File: config.mk
export PLATFORM = sky130hd
export DESIGN_NAME = edge_pwm_timer
export DESIGN_NICKNAME = d
export VERILOG_FILES = /design/src/rtl/pwmt_pkg.sv /design/src/rtl/pwmt_prescale.sv /design/src/rtl/pwmt_counter.sv /design/src/rtl/pwmt_regs.sv /design/src/rtl/pwmt_pair.sv /design/src/rtl/edge_pwm_timer.sv
export SDC_FILE = /design/constraint.sdc
export NUM_CORES = 1
export LEC_CHECK = 0
export BUFFER_PORTS_ARGS = -buffer_cell sky130_fd_sc_hd__buf_2
export CORE_MARGIN = 1
export CORE_UTILIZATION = 63
export DETAILED_ROUTE_END_ITERATION = 7
export GPL_TIMING_DRIVEN = 0
export HOLD_SLACK_MARGIN = 0.03
export PLACE_DENSITY = 0.81
export REMOVE_ABC_BUFFERS = 1
export SLEW_MARGIN = 20
export SYNTH_ARGS = -nofsm -noshare
export SYNTH_HDL_FRONTEND = slang
export SYNTH_SLANG_ARGS = --single-unit
export TNS_END_PERCENT = 100
File: constraint.sdc
create_clock -name clk -period 4.4 [get_ports clk]
set_input_delay 1.32 -clock clk [delete_from_list [all_inputs] [get_ports clk]]
set_output_delay 1.32 -clock clk [all_outputs]
set_load 0.02 [all_outputs]
File: src/rtl/pwmt_pkg.sv
package pwmt_pkg;

    typedef enum logic [1:0] {
        SRC_OFF = 2'd0,
        SRC_SYS = 2'd1,
        SRC_FIX = 2'd2,
        SRC_EXT = 2'd3
    } clk_src_e;

    localparam int ADR_CTRL = 0;
    localparam int ADR_MOD  = 1;
    localparam int ADR_POL  = 2;
    localparam int ADR_PAIR = 3;
    localparam int ADR_CMP0 = 8;
    localparam int PAIR_BIT_STRIDE = 8;

endpackage

File: src/rtl/pwmt_prescale.sv
module pwmt_prescale
    import pwmt_pkg::*;
#(
    parameter int PS_W = 3
) (
    input  logic            clk,
    input  logic            rst_n,
    input  clk_src_e        src,
    input  logic [PS_W-1:0] ps,
    input  logic            sys_en,
    input  logic            fix_en,
    input  logic            ext_en,
    input  logic            restart,
    output logic            tick
);
    localparam int DIV_W = (1 << PS_W) - 1;

    typedef struct packed {
        logic [DIV_W-1:0] div;
    } pre_st_t;

    pre_st_t pre_d, pre_q;
    logic       sel_en;
    logic [DIV_W:0] full_mask;
    logic [DIV_W-1:0] mask;

    always_comb begin
        case (src)
            SRC_SYS: sel_en = sys_en;
            SRC_FIX: sel_en = fix_en;
            SRC_EXT: sel_en = ext_en;
            default: sel_en = 1'b0;
        endcase
        full_mask = ({{DIV_W{1'b0}}, 1'b1} << ps) - 1'b1;
        mask      = full_mask[DIV_W-1:0];
        tick      = sel_en && ((pre_q.div & mask) == mask);
        pre_d     = pre_q;
        if (restart) begin
            pre_d.div = '0;
        end else if (sel_en) begin
            pre_d.div = pre_q.div + 1'b1;
        end
    end

    always_ff @(posedge clk) begin
        if (!rst_n) pre_q <= '0;
        else        pre_q <= pre_d;
    end
endmodule

File: src/rtl/pwmt_counter.sv
module pwmt_counter #(
    parameter int CNT_W = 16
) (
    input  logic             clk,
    input  logic             rst_n,
    input  logic             tick,
    input  logic [CNT_W-1:0] mod_act,
    output logic [CNT_W-1:0] cnt,
    output logic             wrap
);
    typedef struct packed {
        logic [CNT_W-1:0] cnt;
    } cnt_st_t;

    cnt_st_t cnt_d, cnt_q;

    always_comb begin
        wrap  = tick && (cnt_q.cnt == mod_act);
        cnt_d = cnt_q;
        if (wrap)      cnt_d.cnt = '0;
        else if (tick) cnt_d.cnt = cnt_q.cnt + 1'b1;
    end

    always_ff @(posedge clk) begin
        if (!rst_n) cnt_q <= '0;
        else        cnt_q <= cnt_d;
    end

    assign cnt = cnt_q.cnt;
endmodule

File: src/rtl/pwmt_regs.sv
module pwmt_regs
    import pwmt_pkg::*;
#(
    parameter int NCH    = 8,
    parameter int CNT_W  = 16,
    parameter int DATA_W = 32,
    parameter int ADDR_W = 4,
    parameter int PS_W   = 3
) (
    input  logic                       clk,
    input  logic                       rst_n,
    input  logic                       wr_en,
    input  logic [ADDR_W-1:0]          wr_addr,
    input  logic [DATA_W-1:0]          wr_data,
    input  logic                       wrap,
    output clk_src_e                   src,
    output logic [PS_W-1:0]            ps,
    output logic [NCH-1:0]             pol,
    output logic [NCH/2-1:0]           pair_en,
    output logic [CNT_W-1:0]           mod_act,
    output logic [NCH-1:0][CNT_W-1:0]  cmp_act,
    output logic                       ctrl_wr
);
    localparam int NPAIR   = NCH / 2;
    localparam int SRC_LSB = PS_W;

    typedef struct packed {
        clk_src_e                  src;
        logic [PS_W-1:0]           ps;
        logic [NCH-1:0]            pol;
        logic [NPAIR-1:0]          pair;
        logic [CNT_W-1:0]          mod_sh;
        logic [CNT_W-1:0]          mod_act;
        logic [NCH-1:0][CNT_W-1:0] cmp_sh;
        logic [NCH-1:0][CNT_W-1:0] cmp_act;
    } reg_st_t;

    reg_st_t reg_d, reg_q;

    always_comb begin
        reg_d   = reg_q;
        ctrl_wr = 1'b0;
        // Shadow copies move into the active set only at the wrap edge.
        if (wrap) begin
            reg_d.mod_act = reg_q.mod_sh;
            reg_d.cmp_act = reg_q.cmp_sh;
        end
        if (wr_en) begin
            if (wr_addr == ADDR_W'(ADR_CTRL)) begin
                reg_d.ps  = wr_data[PS_W-1:0];
                reg_d.src = clk_src_e'(wr_data[SRC_LSB+1:SRC_LSB]);
                ctrl_wr   = 1'b1;
            end
            if (wr_addr == ADDR_W'(ADR_MOD)) reg_d.mod_sh = wr_data[CNT_W-1:0];
            if (wr_addr == ADDR_W'(ADR_POL)) reg_d.pol    = wr_data[NCH-1:0];
            if (wr_addr == ADDR_W'(ADR_PAIR)) begin
                for (int k = 0; k < NPAIR; k++) begin
                    reg_d.pair[k] = wr_data[PAIR_BIT_STRIDE*k];
                end
            end
            for (int n = 0; n < NCH; n++) begin
                if (wr_addr == ADDR_W'(ADR_CMP0 + n)) reg_d.cmp_sh[n] = wr_data[CNT_W-1:0];
            end
        end
    end

    always_ff @(posedge clk) begin
        if (!rst_n) reg_q <= '0;
        else        reg_q <= reg_d;
    end

    assign src     = reg_q.src;
    assign ps      = reg_q.ps;
    assign pol     = reg_q.pol;
    assign pair_en = reg_q.pair;
    assign mod_act = reg_q.mod_act;
    assign cmp_act = reg_q.cmp_act;
endmodule

File: src/rtl/pwmt_pair.sv
module pwmt_pair #(
    parameter int CNT_W = 16
) (
    input  logic [CNT_W-1:0] cnt,
    input  logic [CNT_W-1:0] mod_act,
    input  logic [CNT_W-1:0] cmp_even,
    input  logic [CNT_W-1:0] cmp_odd,
    input  logic             joined,
    input  logic [1:0]       pol,
    output logic [1:0]       pin
);
    logic [1:0] act;
    logic       even_plain, odd_plain, even_joined;

    always_comb begin
        even_plain  = (cmp_even != '0) && ((cmp_even >= mod_act) || (cnt < cmp_even));
        odd_plain   = (cmp_odd  != '0) && ((cmp_odd  >= mod_act) || (cnt < cmp_odd));
        even_joined = (cmp_even < cmp_odd) && (cnt >= cmp_even) && (cnt < cmp_odd);
        act[0] = joined ? even_joined : even_plain;
        act[1] = joined ? 1'b0        : odd_plain;
        pin    = act ^ pol;
    end
endmodule

File: src/rtl/edge_pwm_timer.sv
module edge_pwm_timer
    import pwmt_pkg::*;
#(
    parameter int NCH    = 8,
    parameter int CNT_W  = 16,
    parameter int DATA_W = 32,
    parameter int ADDR_W = 4,
    parameter int PS_W   = 3
) (
    input  logic              clk,
    input  logic              rst_n,
    input  logic              sys_tick_en,
    input  logic              fix_tick_en,
    input  logic              ext_tick_en,
    input  logic              wr_en,
    input  logic [ADDR_W-1:0] wr_addr,
    input  logic [DATA_W-1:0] wr_data,
    output logic [NCH-1:0]    pwm_out,
    output logic [CNT_W-1:0]  cnt_o
);
    localparam int NPAIR = NCH / 2;

    clk_src_e                  cfg_src;
    logic [PS_W-1:0]           cfg_ps;
    logic [NCH-1:0]            cfg_pol;
    logic [NPAIR-1:0]          cfg_pair;
    logic [CNT_W-1:0]          mod_act;
    logic [NCH-1:0][CNT_W-1:0] cmp_act;
    logic                      ctrl_wr;
    logic                      tick;
    logic                      wrap;
    logic [CNT_W-1:0]          cnt;

    pwmt_regs #(
        .NCH(NCH), .CNT_W(CNT_W), .DATA_W(DATA_W), .ADDR_W(ADDR_W), .PS_W(PS_W)
    ) u_regs (
        .clk(clk), .rst_n(rst_n), .wr_en(wr_en), .wr_addr(wr_addr), .wr_data(wr_data),
        .wrap(wrap), .src(cfg_src), .ps(cfg_ps), .pol(cfg_pol), .pair_en(cfg_pair),
        .mod_act(mod_act), .cmp_act(cmp_act), .ctrl_wr(ctrl_wr)
    );

    pwmt_prescale #(.PS_W(PS_W)) u_pre (
        .clk(clk), .rst_n(rst_n), .src(cfg_src), .ps(cfg_ps),
        .sys_en(sys_tick_en), .fix_en(fix_tick_en), .ext_en(ext_tick_en),
        .restart(ctrl_wr), .tick(tick)
    );

    pwmt_counter #(.CNT_W(CNT_W)) u_cnt (
        .clk(clk), .rst_n(rst_n), .tick(tick), .mod_act(mod_act), .cnt(cnt), .wrap(wrap)
    );

    for (genvar k = 0; k < NPAIR; k++) begin : g_pair
        pwmt_pair #(.CNT_W(CNT_W)) u_pair (
            .cnt(cnt), .mod_act(mod_act),
            .cmp_even(cmp_act[2*k]), .cmp_odd(cmp_act[2*k+1]),
            .joined(cfg_pair[k]), .pol(cfg_pol[2*k+1:2*k]),
            .pin(pwm_out[2*k+1:2*k])
        );
    end

    assign cnt_o = cnt;
endmodule

==> metrics.yaml <==
status:
  status: "finished, violations left"
  violations: "setup timing"
yosys:
  synth_area_leaders: "dfxtp_1, ha_1, mux2i_1"
  synthFlopType: "dfxtp_1"
  synth_top_cell_area_share: 0.325
  syn_inst: 2307
  synth.largest_area_cell: "dfxtp_1"
  syn_area_sq_um: 20200
  ys_seq_area_frac: 0.325
  synth-seq-cells: 328
  synth_cell_types: 59
  async_flop_share: 0
  synth_commonest_cells: "nand2_1, dfxtp_1, ha_1"
  yosysWarnings: 0
  syn_avg_cell_area_sq_um: 8.77
  synth-edff-count: 0
  yosysMostFrequentCell: "nand2_1"
worst_setup_path:
  reg2reg_from: "u_regs.ps[0]"
  path_max_fanout: 2
  arrival_ns: 3.11
  critPathLaunch: "u_regs.cmp_act[106]"
  crit_type: "register to primary output"
  crit_required_ns: 3.08
  endpoint_kind: "primary output"
  startpoint_type: "register"
grt:
  grt_max_degree: 166
  grt_usage: 0.371
  grt_pass1_wl_microns: 94100
  grt_overflow: 0
  antenna_found_initial: 0
  grt_pass1_vias: 16900
clock_tree:
  cts_buffer_depth: 3
  cts_tree: "yes"
  path_clk_slew_ns: 0.06
  insertion_delay_ns: 0.53
  cts.sinks: 328
  clockRootBuffer: "clkbuf_16"
  ctsHoldBuffers: 0
  cts_inserted_buffers: 35
  cts_max_level: 2
pwr:
  p_comb_frac: 0.040
  vdd_drop_max_mv: 0.317
  power_density_nw_per_um2: 273
  p_total_uw: 6250
  intPower_uw: 4840
  p_clk_frac: 0.483
  seqPwrFrac: 0.478
  p_sw_uw: 1410
  p_leak_uw: 0.0102
  switching_share: 0.225
cells_and_area:
  fillers: 2317
  syn2layout_area_growth_pct: 13.3
  antenna_cells: 0
  drive_gt1_frac: 0.113
  nets: 2739
detailed_routing:
  drt-total-wl_microns: 61700
  dr.pass1.iters: 6
  drc_errors: 0
  routed_via_density: 6.28
  num_vias: 17600
  drt_iter0_drc: 1775
  ant_nets: 0
  routedWlPerCell_microns: 22.0
floorplan:
  rows: 65
  core-area_sq_um: 31600
  dieArea_sq_um: 32800
  die-width_microns: 181
  die_height_microns: 181
  start_util: 0.641
  pin_count: 66
run:
  max_cap_violations: 0
sta:
  rsz0062_at_grt: "yes"
  setup_viol: 2
  tightest_slew_ns: 1.10
  finalCriticalPeriod_ns: 4.43
  timing.final.crit_share: 1.01
  finalSetupTns_ns: -0.0470
  finalClockSkew_ns: 0.0187
  maxSlewViolCount: 0
  max-slew-margin-rel: 0.267
  finalHoldViolCount: 0
  fmax_mhz: 226
  worst_slack_ns: -0.0251
placement:
  hpwl_microns: 38900
  io_buffers: 51
  gp_congestion: 0.902
worst_hold_path:
  holdCritStartpoint: "u_regs.reg_q[138]"
  worstHoldPathType: "register to register"
flip-flops by register name, summed over array words and instances, names as in the netlist:
| name | cells |
|---|---|
| u_regs.reg_q | 144 |
| u_regs.cmp_act | 128 |
| u_cnt.cnt | 16 |
| u_regs.mod_act | 16 |
| u_regs.pol | 8 |
| u_pre.pre_q | 7 |
| u_regs.pair_en | 4 |
| u_regs.ps | 3 |
| u_regs.src | 2 |
stage by stage:
step / worst slack, ns / area (sq um) / util / hold slack, ns / std cells
2_1_floorplan: 0.141 / 19800 / - / 0.434 / 2214
3_3_place_gp: -1.05 / 20500 / 0.651 / 0.440 / 2667
3_5_place_dp: -0.300 / 20700 / 0.656 / 0.445 / 2674
4_1_cts: -0.0188 / 22600 / 0.716 / 0.454 / 2792
5_1_grt: -0.0993 / 22900 / 0.726 / 0.473 / 2806
6_report: -0.0251 / 22900 / 0.726 / 0.453 / 2806
layer usage:
layer / vias up / wire length, microns / GRT usage / part of all wire
met3: 172 / 6320 / 0.0562 / 0.10
met2: 828 / 26300 / 0.563 / 0.43
met4: 0 / 3050 / 0.175 / 0.049
met5: - / 0 / 0 / 0
met1: 8411 / 26100 / 0.514 / 0.42
li1: 8223 / - / - / -
logic make-up (layout without fill, tap and decap cells):
group | after synthesis | in the layout | synth area share
xor gates and xnor gates | 43 | 43 | 0.0186
and+or+nand+nor | 789 | 789 | 0.191
muxes | 159 | 159 | 0.0788
buffers and inverters | 248 | 345 | 0.0502
adders and majority gates | 315 | 315 | 0.195
AOI/OAI and AO/OA | 425 | 425 | 0.142
DFF | 328 | 328 | 0.325
repair_timing:
action / CTS / global route
setup buffers: 59 / 14
resized for setup: 72 / 38
pin swaps: 14 / 13
endpoints found under the setup margin: 8 / 8
cell usage in the layout, fill, tap and decap left out, types with 32 or more instances in the layout:
master     instances
nor2b_1          175
buf_2             47
nand2_1          352
inv_1            143
buf_4             68
nor2_1            60
mux2i_1          158
a21boi_0         140
nand4_1           62
a21o_1            32
a21oi_1          104
ha_1             305
nor4_1            39
clkbuf_16         37
nand3_1           38
dfxtp_1          298
o21ai_0           46
power by group through the flow:
stage | clock (uW) | combinational, uW | sequential [uW]
4_1_cts | 3040 | 239 | 2990
3_3_place_gp | 0 | 240 | 3070
2_1_floorplan | 0 | 108 | 3060
3_5_place_dp | 0 | 236 | 3070
5_1_grt | 3170 | 259 | 2990
6_report | 3020 | 248 | 2980
critical path, stage by stage (launching register included):
cell and delay, ns:
dfxtp_4 0.36, inv_2 0.05, ha_4 0.26, nand4_1 0.15, or4_4 0.56, or3_1 0.41
a211oi_4 0.29, o32ai_4 0.17, xnor2_1 0.18, buf_4 0.16
path summary, 6_finish.rpt:
path / to / slack [ns] / cells past startpoint
setup / recovery: pwm_out[6] / -0.03 / 9
hold / removal: u_regs.reg_q[138] / 0.45 / 2
setup reg to reg: u_cnt.cnt[13] / 0.39 / 11
hold reg to reg: u_regs.reg_q[138] / 0.45 / 2
final cells by class:
| cell class | instances | area (sq um) | area share |
|---|---|---|---|
| Tap cell | 402 | 503 | 0.0220 |
| Clock buffer | 48 | 1050 | 0.0457 |
| Multi-Input combinational cell | 1731 | 12900 | 0.564 |
| Timing Repair Buffer | 131 | 1030 | 0.0450 |
| Inverter | 155 | 616 | 0.0269 |
| Sequential cell | 328 | 6670 | 0.291 |
| Clock inverter | 11 | 121 | 0.00530 |
Note: power is estimated with default switching activity, not from simulation.
